==> src/rtl/bus_turn_gate.sv <==
module bus_turn_gate #(
  parameter int CNT_W = 8,
  parameter int SW_W  = 16
) (
  input  logic             clk,
  input  logic             rst_n,
  input  logic             cfg_we,
  input  logic [CNT_W-1:0] cfg_rd_lat,
  input  logic [CNT_W-1:0] cfg_wr_lat,
  input  logic [CNT_W-1:0] cfg_burst,
  input  logic [CNT_W-1:0] cfg_wr_rec,
  input  logic [CNT_W-1:0] cfg_ccd,
  input  logic [CNT_W-1:0] cfg_margin,
  input  logic             rd_issue,
  input  logic             wr_issue,
  output logic             rd_ok,
  output logic             wr_ok,
  output logic             violation,
  output logic [SW_W-1:0]  switch_cnt
);

  localparam int GW = CNT_W + 2;
  localparam logic [GW-1:0] SAT   = '1;
  localparam logic [GW-1:0] ONE   = GW'(1);
  localparam logic [GW-1:0] TWO   = GW'(2);

  logic [CNT_W-1:0] c_rl, c_wl, c_bl, c_wr, c_ccd, c_mg;
  logic             load_q;

  always_ff @(posedge clk or negedge rst_n) begin
    if (!rst_n) begin
      c_rl <= '0; c_wl <= '0; c_bl <= '0;
      c_wr <= '0; c_ccd <= '0; c_mg <= '0;
      load_q <= 1'b0;
    end else begin
      load_q <= cfg_we;
      if (cfg_we) begin
        c_rl  <= cfg_rd_lat;
        c_wl  <= cfg_wr_lat;
        c_bl  <= cfg_burst;
        c_wr  <= cfg_wr_rec;
        c_ccd <= cfg_ccd;
        c_mg  <= cfg_margin;
      end
    end
  end

  logic [GW-1:0]        ccd_eff, floor_t, wtr_sum, rtw_next, wtr_next;
  logic signed [GW:0]   rtw_raw;

  assign ccd_eff  = (c_ccd == '0) ? ONE : {2'b00, c_ccd};
  assign floor_t  = (ccd_eff > TWO) ? ccd_eff : TWO;
  assign rtw_raw  = $signed({3'b000, c_rl}) + $signed({3'b000, c_bl})
                  + $signed({3'b000, c_mg}) - $signed({3'b000, c_wl});
  assign rtw_next = (rtw_raw < $signed({1'b0, floor_t})) ? floor_t : rtw_raw[GW-1:0];
  assign wtr_sum  = {2'b00, c_wl} + {2'b00, c_bl} + {2'b00, c_wr};
  assign wtr_next = (wtr_sum < floor_t) ? floor_t : wtr_sum;

  logic [GW-1:0] gap_ccd, gap_rtw, gap_wtr;

  always_ff @(posedge clk or negedge rst_n) begin
    if (!rst_n) begin
      gap_ccd <= ONE;
      gap_rtw <= TWO;
      gap_wtr <= TWO;
    end else if (load_q) begin
      gap_ccd <= ccd_eff;
      gap_rtw <= rtw_next;
      gap_wtr <= wtr_next;
    end
  end

  logic [GW-1:0] since_rd, since_wr;

  always_ff @(posedge clk or negedge rst_n) begin
    if (!rst_n) begin
      since_rd <= SAT;
      since_wr <= SAT;
    end else begin
      if (rd_issue)              since_rd <= ONE;
      else if (since_rd != SAT)  since_rd <= since_rd + ONE;
      if (wr_issue)              since_wr <= ONE;
      else if (since_wr != SAT)  since_wr <= since_wr + ONE;
    end
  end

  assign rd_ok = (since_rd >= gap_ccd) && (since_wr >= gap_wtr);
  assign wr_ok = (since_wr >= gap_ccd) && (since_rd >= gap_rtw);

  logic have_last, last_wr;

  always_ff @(posedge clk or negedge rst_n) begin
    if (!rst_n) begin
      violation  <= 1'b0;
      switch_cnt <= '0;
      have_last  <= 1'b0;
      last_wr    <= 1'b0;
    end else begin
      if ((rd_issue && !rd_ok) || (wr_issue && !wr_ok) || (rd_issue && wr_issue))
        violation <= 1'b1;
      if (rd_issue ^ wr_issue) begin
        have_last <= 1'b1;
        last_wr   <= wr_issue;
        if (have_last && (last_wr != wr_issue))
          switch_cnt <= switch_cnt + 1'b1;
      end
    end
  end

  p_no_b2b_rw_r6: assert property (@(posedge clk) disable iff (!rst_n)
    rd_issue |=> !wr_ok);
  p_no_b2b_wr_r6: assert property (@(posedge clk) disable iff (!rst_n)
    wr_issue |=> !rd_ok);
  p_sticky_r8: assert property (@(posedge clk) disable iff (!rst_n)
    violation |=> violation);
  p_bad_rd_r8: assert property (@(posedge clk) disable iff (!rst_n)
    (rd_issue && !rd_ok) |=> violation);
  p_bad_wr_r8: assert property (@(posedge clk) disable iff (!rst_n)
    (wr_issue && !wr_ok) |=> violation);
  p_sw_hold_r9: assert property (@(posedge clk) disable iff (!rst_n)
    !(rd_issue || wr_issue) |=> $stable(switch_cnt));
  p_gap_hold_r7: assert property (@(posedge clk) disable iff (!rst_n)
    !load_q |=> ($stable(gap_rtw) && $stable(gap_wtr) && $stable(gap_ccd)));
  p_rtw_floor_r4: assert property (@(posedge clk) disable iff (!rst_n)
    (gap_rtw >= gap_ccd) && (gap_wtr >= gap_ccd) && (gap_rtw >= TWO));

endmodule

==> config.mk <==
export PLATFORM = sky130hd
export DESIGN_NAME = bus_turn_gate
export DESIGN_NICKNAME = d
export VERILOG_FILES = /design/src/rtl/bus_turn_gate.sv
export SDC_FILE = /design/constraint.sdc
export NUM_CORES = 1
export LEC_CHECK = 0
export BUFFER_PORTS_ARGS = -buffer_cell sky130_fd_sc_hd__buf_2
export CAP_MARGIN = 20
export CORE_MARGIN = 2
export CORE_UTILIZATION = 43
export DETAILED_ROUTE_END_ITERATION = 7
export PLACE_DENSITY = 0.66
export SYNTH_ARGS = -nofsm -noshare
export SYNTH_HDL_FRONTEND = slang
export SYNTH_SLANG_ARGS = --single-unit
==> constraint.sdc <==
create_clock -name clk -period 5.1 [get_ports clk]
set_input_delay 0 -clock clk [delete_from_list [all_inputs] [get_ports clk]]
set_output_delay 0 -clock clk [all_outputs]
set_load 0.005 [all_outputs]
==> run_results.csv, run 1 <==
group,metric,value,unit
cts,clkSinkCount,116,
sta,finalSetupTns,0,ns
routing,postRouteAntennaNets,0,
cts,cts.clk_slew.worst_paths,0.06,ns
sta,report.final.hold_viol_count,0,
routing,routed_wl,16.33,mm
floorplan,initial_core_util,43.88,%
routing,via_per_inst,5.070,
sta,skew,0.009634,ns
logic_synthesis,synth_edf_count,0,
logic_synthesis,synth_top_cell_by_area,"dfrtp_1",
global_route,grt_overflow,0,
cts,cts_max_path_buffers,2,
cts,cts_tree,"yes",
critical_path,crit_required,5.43,ns
routing,avgRoutedWirePerCell,15.02,um
global_route,antenna_found_initial,0,
pwr,p_per_area,455.0,nW/um2
pwr,total_power,4092,uW
logic_synthesis,synthesis.area,7277,um2
finish,final_cells,1087,
logic_synthesis,ys_async_sr_fraction,100.0,%
sta,layout_setup_ws,0.6256,ns
global_route,grt_pass1_vias,5682,
pwr,switchingPower,1466,uW
logic_synthesis,synthTopCellsByArea,"dfrtp_1, ha_1, dfstp_2",
routing,dr.pass1.iters,4,
global_route,grt_pass1_wl,28.15,mm
logic_synthesis,avgSynthCellArea,10.01,um2
critical_path,worstPathArrival,4.81,ns
placed_design,place_inst,1004,
logic_synthesis,synth_cell_types,62,
pwr,internal_power,2626,uW
sta,whs,0.1688,ns
finish,diodes,0,
cts,worstSkewPairLatency,0.41,ns
placed_design,hpwlAfterDp,11.59,mm
finish,nNetsFinal,1004,
logic_synthesis,ys_warn_count,0,
floorplan,pin_count,72,
pwr,p_sw_share,35.83,%
pwr,p_leak,0.004301,uW
placed_design,post-place-ws,0.6440,ns
pwr,p_comb_share,40.7,%
floorplan,core_region_area,16580,um2
global_route,grt_max_degree,77,
min_path,hold_class,"primary input to flip-flop",
pwr,seq_power_share,29.3,%
logic_synthesis,ys_seq_area_share,40.29,%
routing,drt-initial-drc-count,228,
routing,wl_met1,7.844,mm
sta,slew_violations,0,
sta,setup_viol,0,
critical_path,critical_path.max_fanout,6,
finish,drive_gt1_share,18.45,%
cts,h-tree-depth,4,
sta,slew_headroom,39.69,%
sta,finalCriticalPeriod,4.474,ns
logic_synthesis,syn_inst,727,
routing,drc,0,
cts,clock-root-buffer,"clkbuf_16",
sta,fmax,0.2235,GHz
logic_synthesis,syn_nets,877,
finish,syn_to_final_growth,23.59,%
placed_design,io_buffers,71,
pwr,clock_power_share,30.0,%
routing,dr_wl_met3,497,um
critical_path,cp-start-kind,"flip-flop",
placed_design,place_congestion,0.8655,
global_route,track_usage,19.83,%
floorplan,core.rowCount,47,
pwr,ir_drop,0.2767,mV
floorplan,die_x,134.1,um
sta,min_period_over_period,87.73,%
logic_synthesis,synth-main-ff-cell,"dfrtp_1",
critical_path,cp-end-kind,"flip-flop",
sta,tightest_slew,0.9046,ns
cts,cts_buffers,17,
run_status,status,"completed",
routing,top_layer_used,"met4",
sta,rsz0062_at_grt,"no",
routing,vias,5511,
floorplan,die_area,17980,um2
floorplan,die_height,134.1,um
routing,wl_met2,7.628,mm
flow_run,maxCapViolCount,0,
critical_path,worstSetupPathType,"flip-flop to flip-flop",
logic_synthesis,synth_top_area_share,31.98,%
cts,cts_setup_buffers,0,
logic_synthesis,synth-seq-cells,116,
## cell usage after synthesis (5+ instances only)
library cell / n
inv_1: 102
dfrtp_1: 93
ha_1: 72
nand2_1: 61
o21ai_0: 53
nor2_1: 45
a21oi_1: 28
fa_1: 25
dfstp_2: 23
mux2_2: 23
xnor2_1: 23
xor2_1: 16
clkbuf_1: 15
nor3_1: 14
nand3_1: 13
mux2i_1: 11
and3_1: 9
a21o_1: 7
a211oi_1: 6
a31oi_1: 6
nand4_1: 6
nand2b_1: 5
nor2b_1: 5
o21a_1: 5
## layer usage
metal	vias to the layer above	GRT usage, %
met3	23	4.384
li1	2756	-
met2	91	31.99
met1	2641	26.76
met5	-	0
met4	0	6.433
## placed cells by master (no fill, tap or decap), types with 3 or more instances in the layout
| cell | n |
|---|---|
| a211oi_1 | 6 |
| a21o_1 | 7 |
| a21oi_1 | 28 |
| a221oi_1 | 4 |
| a31oi_1 | 6 |
| and3_1 | 9 |
| and4_1 | 3 |
| buf_2 | 70 |
| buf_4 | 5 |
| bufinv_16 | 3 |
| clkbuf_16 | 17 |
| clkinvlp_4 | 6 |
| dfrtp_1 | 93 |
| dfstp_2 | 23 |
| dlygate4sd3_1 | 51 |
| fa_1 | 25 |
| ha_1 | 72 |
| inv_1 | 102 |
| mux2_2 | 23 |
| mux2i_1 | 11 |
| nand2_1 | 61 |
| nand2b_1 | 5 |
| nand3_1 | 13 |
| nand4_1 | 6 |
| nor2_1 | 45 |
| nor2b_1 | 5 |
| nor3_1 | 14 |
| nor4_1 | 4 |
| o2111ai_1 | 3 |
| o21a_1 | 5 |
| o21ai_0 | 53 |
| o32ai_1 | 4 |
| xnor2_1 | 23 |
| xor2_1 | 16 |
## power by group through the flow
stage,clock network (uW),registers [uW],logic (uW)
floorplan,0,1180,1260
global placement,0,1210,1610
detailed placement,0,1210,1630
CTS,1250,1200,1680
global route,1300,1220,1930
finish,1230,1200,1670
## critical path, stage by stage, from the launching register on
cell and delay, ns:
dfrtp_1 0.37, inv_1 0.08, fa_1 0.50, inv_1 0.05
fa_1 0.45, inv_1 0.07, ha_1 0.15, inv_1 0.05
fa_1 0.40, nor2b_1 0.15, o31a_1 0.18, o21a_1 0.12
nor2_1 0.04, xnor2_1 0.23, ha_1 0.29, nand3_1 0.07
a211oi_1 0.05, o41ai_1 0.06, nand2_1 0.15, nor3_1 0.51
nor3b_1 0.12, a221o_1 0.28
## layout make-up
class	count	area (um2)
clock buffer	20	456.7
clock inverter	12	153.9
fill	1478	7590
inverter	102	382.9
multi-input combinational	491	3895
sequential	116	2932
tap	220	275.3
timing repair buffer	126	898.4
## logic make-up after synthesis
logic type      after synthesis  share of synthesized area, %
simple gates                178                         11.73
xor+xnor                     39                         4.694
buf+inv                     120                         6.190
flops                       116                         40.29
compound gates              142                         12.57
fa+ha+maj                    97                         19.26
mux                          35                         5.279
## timing repair
| action | in CTS | in global routing |
|---|---|---|
| endpoints found under the setup margin | 0 | 0 |
| hold endpoints to repair | 116 | 0 |
| gates resized for setup | 0 | 0 |
| hold buffers | 51 | 0 |
## through the flow
step / cell area [um2] / utilization (%)
CTS: 8994 / 54.23
finish: 8994 / 54.23
detailed placement: 7873 / 47.47
global placement: 7873 / 47.47
global route: 8994 / 54.23
floorplan: 7277 / -
## path summary, 6_finish.rpt
check | slack [ns] | cells past startpoint | endpoint | startpoint
max in group asynchronous | 3.69 | 3 | c_wr[0] | rst_n
max reg2reg | 0.63 | 21 | gap_rtw[1] | c_wl[1]
min reg2reg | 0.47 | 1 | have_last | have_last
max | 0.63 | 21 | gap_rtw[1] | c_wl[1]
min in group asynchronous | 0.28 | 2 | violation | rst_n
min | 0.17 | 2 | load_q | cfg_we
## state kept, by name, indices dropped and copies added (netlist names)
register	cells
gap_wtr	10
switch_cnt	16
c_ccd	8
c_bl	8
c_mg	8
since_rd	10
since_wr	10
load_q	1
c_rl	8
violation	1
last_wr	1
have_last	1
c_wr	8
gap_rtw	10
c_wl	8
gap_ccd	8
(Power assumes the default switching activity.)
==> run 2: changes to the inputs <==
- CORE_MARGIN: 2 -> default
- PLACE_DENSITY: 0.66 -> 0.57
==> run_results.csv, run 2 (synthesized netlist as in run 1, its figures left out) <==
group,metric,value,unit
run_status,status,"completed",
flow_run,maxCapViolCount,0,
routing,routed_wl,17.25,mm
critical_path,worstSetupPathType,"flip-flop to flip-flop",
critical_path,rr_endpoint,"gap_rtw[1]",
sta,slew_violations,0,
sta,fmax,0.2176,GHz
sta,finalSetupTns,0,ns
finish,final_cell_mix,"inv_1, dfrtp_1, ha_1, buf_2, nand2_1",
routing,drt-initial-drc-count,215,
cts,cts.clk_slew.worst_paths,0.06,ns
global_route,grt_pass1_vias,6002,
critical_path,ff2ff_path_depth,21,
sta,report.final.hold_viol_count,0,
cts,clock-root-buffer,"clkbuf_16",
cts,cts_tree,"yes",
critical_path,cp-start-kind,"flip-flop",
finish,syn_to_final_growth,23.23,%
sta,setup_viol,0,
pwr,p_leak,0.004297,uW
global_route,grt_use_met3,4.268,%
sta,layout_setup_ws,0.5053,ns
routing,dr.pass1.iters,5,
critical_path,cpPeakStageDelay,0.52,ns
floorplan,die_area,17450,um2
routing,postRouteAntennaNets,0,
sta,finalCriticalPeriod,4.595,ns
critical_path,crit_slowest_cell,"fa_1",
finish,diodes,0,
routing,drc,0,
cts,worstSkewPairLatency,0.42,ns
critical_path,critical_path.top_delay_family,"adder cells",
global_route,grt_max_degree,77,
critical_path,ff2ff_setup_slack,0.51,ns
routing,via_per_inst,5.185,
critical_path,worstPathArrival,4.93,ns
pwr,ir_drop,0.2762,mV
global_route,grt.met1_usage,26.21,%
floorplan,die_height,132.1,um
global_route,grt_most_used_layer,"met2",
finish,regMostFlops,"switch_cnt",
placed_design,post-place-ws,0.5309,ns
pwr,p_per_area,460.2,nW/um2
critical_path,cp_num_buf_inv,4,
finish,nNetsFinal,1003,
global_route,track_usage,21.33,%
sta,rsz0062_at_grt,"no",
floorplan,pin_count,72,
sta,slew_headroom,42.67,%
global_route,grt_overflow,0,
min_path,hold_depth,2,
cts,h-tree-depth,4,
cts,cts_buffers,17,
critical_path,crit_required,5.44,ns
floorplan,core.rowCount,47,
routing,avgRoutedWirePerCell,15.89,um
finish,regArea,2932,um2
critical_path,critical_path.max_fanout,6,
critical_path,cp-end-kind,"flip-flop",
finish,fillers,1448,
finish,largest_reg_flops,16,
floorplan,initial_core_util,44.04,%
sta,skew,0.01428,ns
critical_path,path_cells,"inv_1 -> fa_1 -> inv_1 -> fa_1 -> inv_1 -> ha_1 -> inv_1 -> fa_1 -> nor2b_1 -> o31a_1 -> o21a_1 -> nor2_1 -> xnor2_1 -> ha_1 -> nand3_1 -> a211oi_1 -> o41ai_1 -> nand2_1 -> nor3_1 -> nor3b_1 -> a221o_1",
routing,vias,5631,
floorplan,core_region_area,16520,um2
sta,min_period_over_period,90.09,%
cts,clkSinkCount,116,
floorplan,die_x,132.1,um
global_route,use_met2,36.71,%
critical_path,worstSetupEndpoint,"gap_rtw[1]",
finish,multi_input_area,3895,um2
finish,final_common_cell,"inv_1",
placed_design,place_congestion,0.8428,
placed_design,io_buffers,71,
critical_path,cp_common_cell,"inv_1",
sta,tightest_slew,0.8600,ns
cts,cts_max_path_buffers,2,
critical_path,crit_start,"c_wl[1]",
placed_design,hpwlAfterDp,12.72,mm
critical_path,crit_cells,21,
critical_path,reg2reg_from,"c_wl[1]",
min_path,hold_class,"primary input to flip-flop",
global_route,grt_pass1_wl,29.12,mm
sta,whs,0.1545,ns
global_route,antenna_found_initial,0,
finish,drive_gt1_share,18.36,%
## run 2: through the flow
step	std cells	power, uW	instance area, um2	utilization, %
finish	1086	4127	8967	54.27
global route	1086	4434	8967	54.27
CTS	1086	4147	8967	54.27
detailed placement	1003	2889	7865	47.60
global placement	1003	2825	7865	47.60
floorplan	727	2442	7277	-
## run 2: worst min-delay path by stage
stage | from | endpoint | slack [ns]
after floorplan | rst_n | c_bl[0] | -0.30
after global placement | rst_n | violation | 0.16
after detailed placement | rst_n | violation | 0.18
after CTS | cfg_we | load_q | 0.15
after global routing | cfg_we | load_q | 0.19
final | cfg_we | load_q | 0.15
## run 2: timing repair
action | 4_1_cts | 5_1_grt
hold buffers | 51 | 0
buffers inserted | 0 | 0
gates resized for setup | 0 | 0
endpoints found under the hold margin | 113 | 0
## run 2: where the power goes
part           leakage, uW  total [uW]  internal [uW]  switching, uW
sequential         0.00136        1200           1080            117
combinational      0.00265        1720            756            967
clock             0.000281        1200            763            438
## run 2: cell type report
| cell class | count | area share (%) |
|---|---|---|
| tap | 220 | 3.070 |
| multi-input combinational | 491 | 43.44 |
| clock buffer | 18 | 4.786 |
| inverter | 102 | 4.270 |
| sequential | 116 | 32.69 |
| timing repair buffer | 125 | 9.934 |
| clock inverter | 14 | 1.814 |
## run 2: per-layer routing
layer  wire length, um  vias up
met5                 0        -
met4               378        0
met3               522       30
met2              8657      125
met1              7696     2734
li1                  -     2742
==> run 3: changes to the inputs <==
- ABC_CLOCK_PERIOD_IN_PS: default -> 5100
- CTS_BUF_LIST: default -> sky130_fd_sc_hd__clkbuf_16
==> run_results.csv, run 3 (synthesized netlist as in run 1, its figures left out) <==
group,metric,value,unit
floorplan,core.rowCount,47,
critical_path,cp-start-kind,"flip-flop",
run_status,status,"completed",
global_route,grt_pass1_wl,29.12,mm
sta,whs,0.1545,ns
critical_path,path_cells,"inv_1 -> fa_1 -> inv_1 -> fa_1 -> inv_1 -> ha_1 -> inv_1 -> fa_1 -> nor2b_1 -> o31a_1 -> o21a_1 -> nor2_1 -> xnor2_1 -> ha_1 -> nand3_1 -> a211oi_1 -> o41ai_1 -> nand2_1 -> nor3_1 -> nor3b_1 -> a221o_1",
floorplan,die_height,132.1,um
sta,finalSetupTns,0,ns
routing,via_per_inst,5.185,
critical_path,cp_num_buf_inv,4,
pwr,internal_power,2602,uW
cts,hold_buffers,51,
global_route,grt_overflow,0,
sta,skew,0.01443,ns
critical_path,critical_path.max_fanout,6,
sta,rsz0062_at_grt,"no",
finish,final_common_cell,"inv_1",
flow_run,maxCapViolCount,0,
floorplan,die_x,132.1,um
pwr,switchingPower,1523,uW
critical_path,ff2ff_setup_slack,0.51,ns
floorplan,initial_core_util,44.04,%
sta,fmax,0.2176,GHz
sta,report.final.hold_viol_count,0,
finish,fin_area,8967,um2
placed_design,place_congestion,0.8428,
routing,vias,5631,
critical_path,critical_path.top_delay_family,"adder cells",
sta,setup_viol,0,
pwr,p_per_area,460.0,nW/um2
pwr,p_sw_share,36.92,%
pwr,p_comb_share,41.8,%
floorplan,pin_count,72,
cts,clock-root-buffer,"clkbuf_16",
floorplan,core_region_area,16520,um2
critical_path,rr_endpoint,"gap_rtw[1]",
sta,finalCriticalPeriod,4.595,ns
pwr,p_leak,0.004301,uW
min_path,hold_depth,2,
pwr,ir_drop,0.2762,mV
placed_design,io_buffers,71,
critical_path,crit_required,5.44,ns
pwr,seq_power_share,29.1,%
critical_path,crit_slowest_cell,"fa_1",
critical_path,worstSetupPathType,"flip-flop to flip-flop",
global_route,grt_max_degree,77,
critical_path,reg2reg_from,"c_wl[1]",
cts,worstSkewPairLatency,0.42,ns
global_route,track_usage,21.33,%
cts,cts.clk_slew.worst_paths,0.06,ns
finish,diodes,0,
critical_path,ff2ff_path_depth,21,
min_path,hold_class,"primary input to flip-flop",
finish,final_cell_mix,"inv_1, dfrtp_1, ha_1, buf_2, nand2_1",
pwr,clock_power_share,29.1,%
cts,ctsResizeCount,0,
routing,postRouteAntennaNets,0,
global_route,antenna_found_initial,0,
finish,drive_gt1_share,18.36,%
sta,slew_headroom,42.67,%
cts,cts_tree,"yes",
routing,dr.pass1.iters,5,
floorplan,die_area,17450,um2
cts,cts_setup_buffers,0,
min_path,worstHoldStart,"cfg_we",
finish,regMostFlops,"switch_cnt",
critical_path,cp_common_cell,"inv_1",
finish,nNetsFinal,1003,
critical_path,cpPeakStageDelay,0.52,ns
cts,cts_max_path_buffers,2,
cts,h-tree-depth,4,
finish,syn_to_final_growth,23.23,%
critical_path,worstPathArrival,4.93,ns
routing,drt-initial-drc-count,215,
sta,slew_violations,0,
placed_design,hpwlAfterDp,12.72,mm
cts,clkSinkCount,116,
routing,routed_wl,17.25,mm
routing,avgRoutedWirePerCell,15.89,um
global_route,grt_pass1_vias,6002,
routing,drc,0,
placed_design,dpl_cell_area,7865,um2
min_path,whs_endpoint,"load_q",
sta,tightest_slew,0.8600,ns
finish,largest_reg_flops,16,
critical_path,cp-end-kind,"flip-flop",
cts,cts_buffers,17,
sta,min_period_over_period,90.09,%
==> run 3: changes by cell type in the layout (fill, tap and decap cells not counted) <==
cell and delta:
clkbuf_1 -1, inv_1 +1
==> run 3: worst max-delay path by stage <==
stage / from / endpoint / cells past startpoint
5_1_grt: c_wl[1] / gap_rtw[1] / 21
2_1_floorplan: c_wl[1] / gap_rtw[1] / 21
3_5_place_dp: c_wl[1] / gap_rtw[1] / 21
3_3_place_gp: c_wl[1] / gap_rtw[1] / 21
6_report: c_wl[1] / gap_rtw[1] / 21
4_1_cts: c_wl[1] / gap_rtw[1] / 21
==> run 3: power by group through the flow <==
stage	combinational (uW)	sequential (uW)	clock, uW
floorplan	1260	1180	0
global placement	1610	1210	0
detailed placement	1670	1220	0
CTS	1720	1200	1220
global route	1940	1220	1270
finish	1720	1200	1200
==> run 3: final cells by class <==
type	instances	area [um2]
clock buffer	17	425.4
fill	1448	7557
sequential	116	2932
tap	220	275.3
clock inverter	15	166.4
inverter	102	382.9
multi-input combinational	491	3895
timing repair buffer	125	890.9
==> run 3: through the flow <==
stage          instances  total power, uW  utilization [%]  worst slack, ns
2_1_floorplan        727             2442                -            1.047
3_3_place_gp        1003             2825            47.60           0.7118
3_5_place_dp        1003             2889            47.60           0.5309
4_1_cts             1086             4145            54.27           0.5027
5_1_grt             1086             4432            54.27           0.1902
6_report            1086             4125            54.27           0.5053
==> run 3: layer usage <==
metal	vias to the layer above	track usage [%]	wire length, um	part of all wire, %
li1	2742	-	-	-
met1	2734	26.21	7696	45
met2	125	36.71	8657	50
met3	30	4.268	522	3.0
met4	0	8.527	378	2.2
met5	-	0	0	0
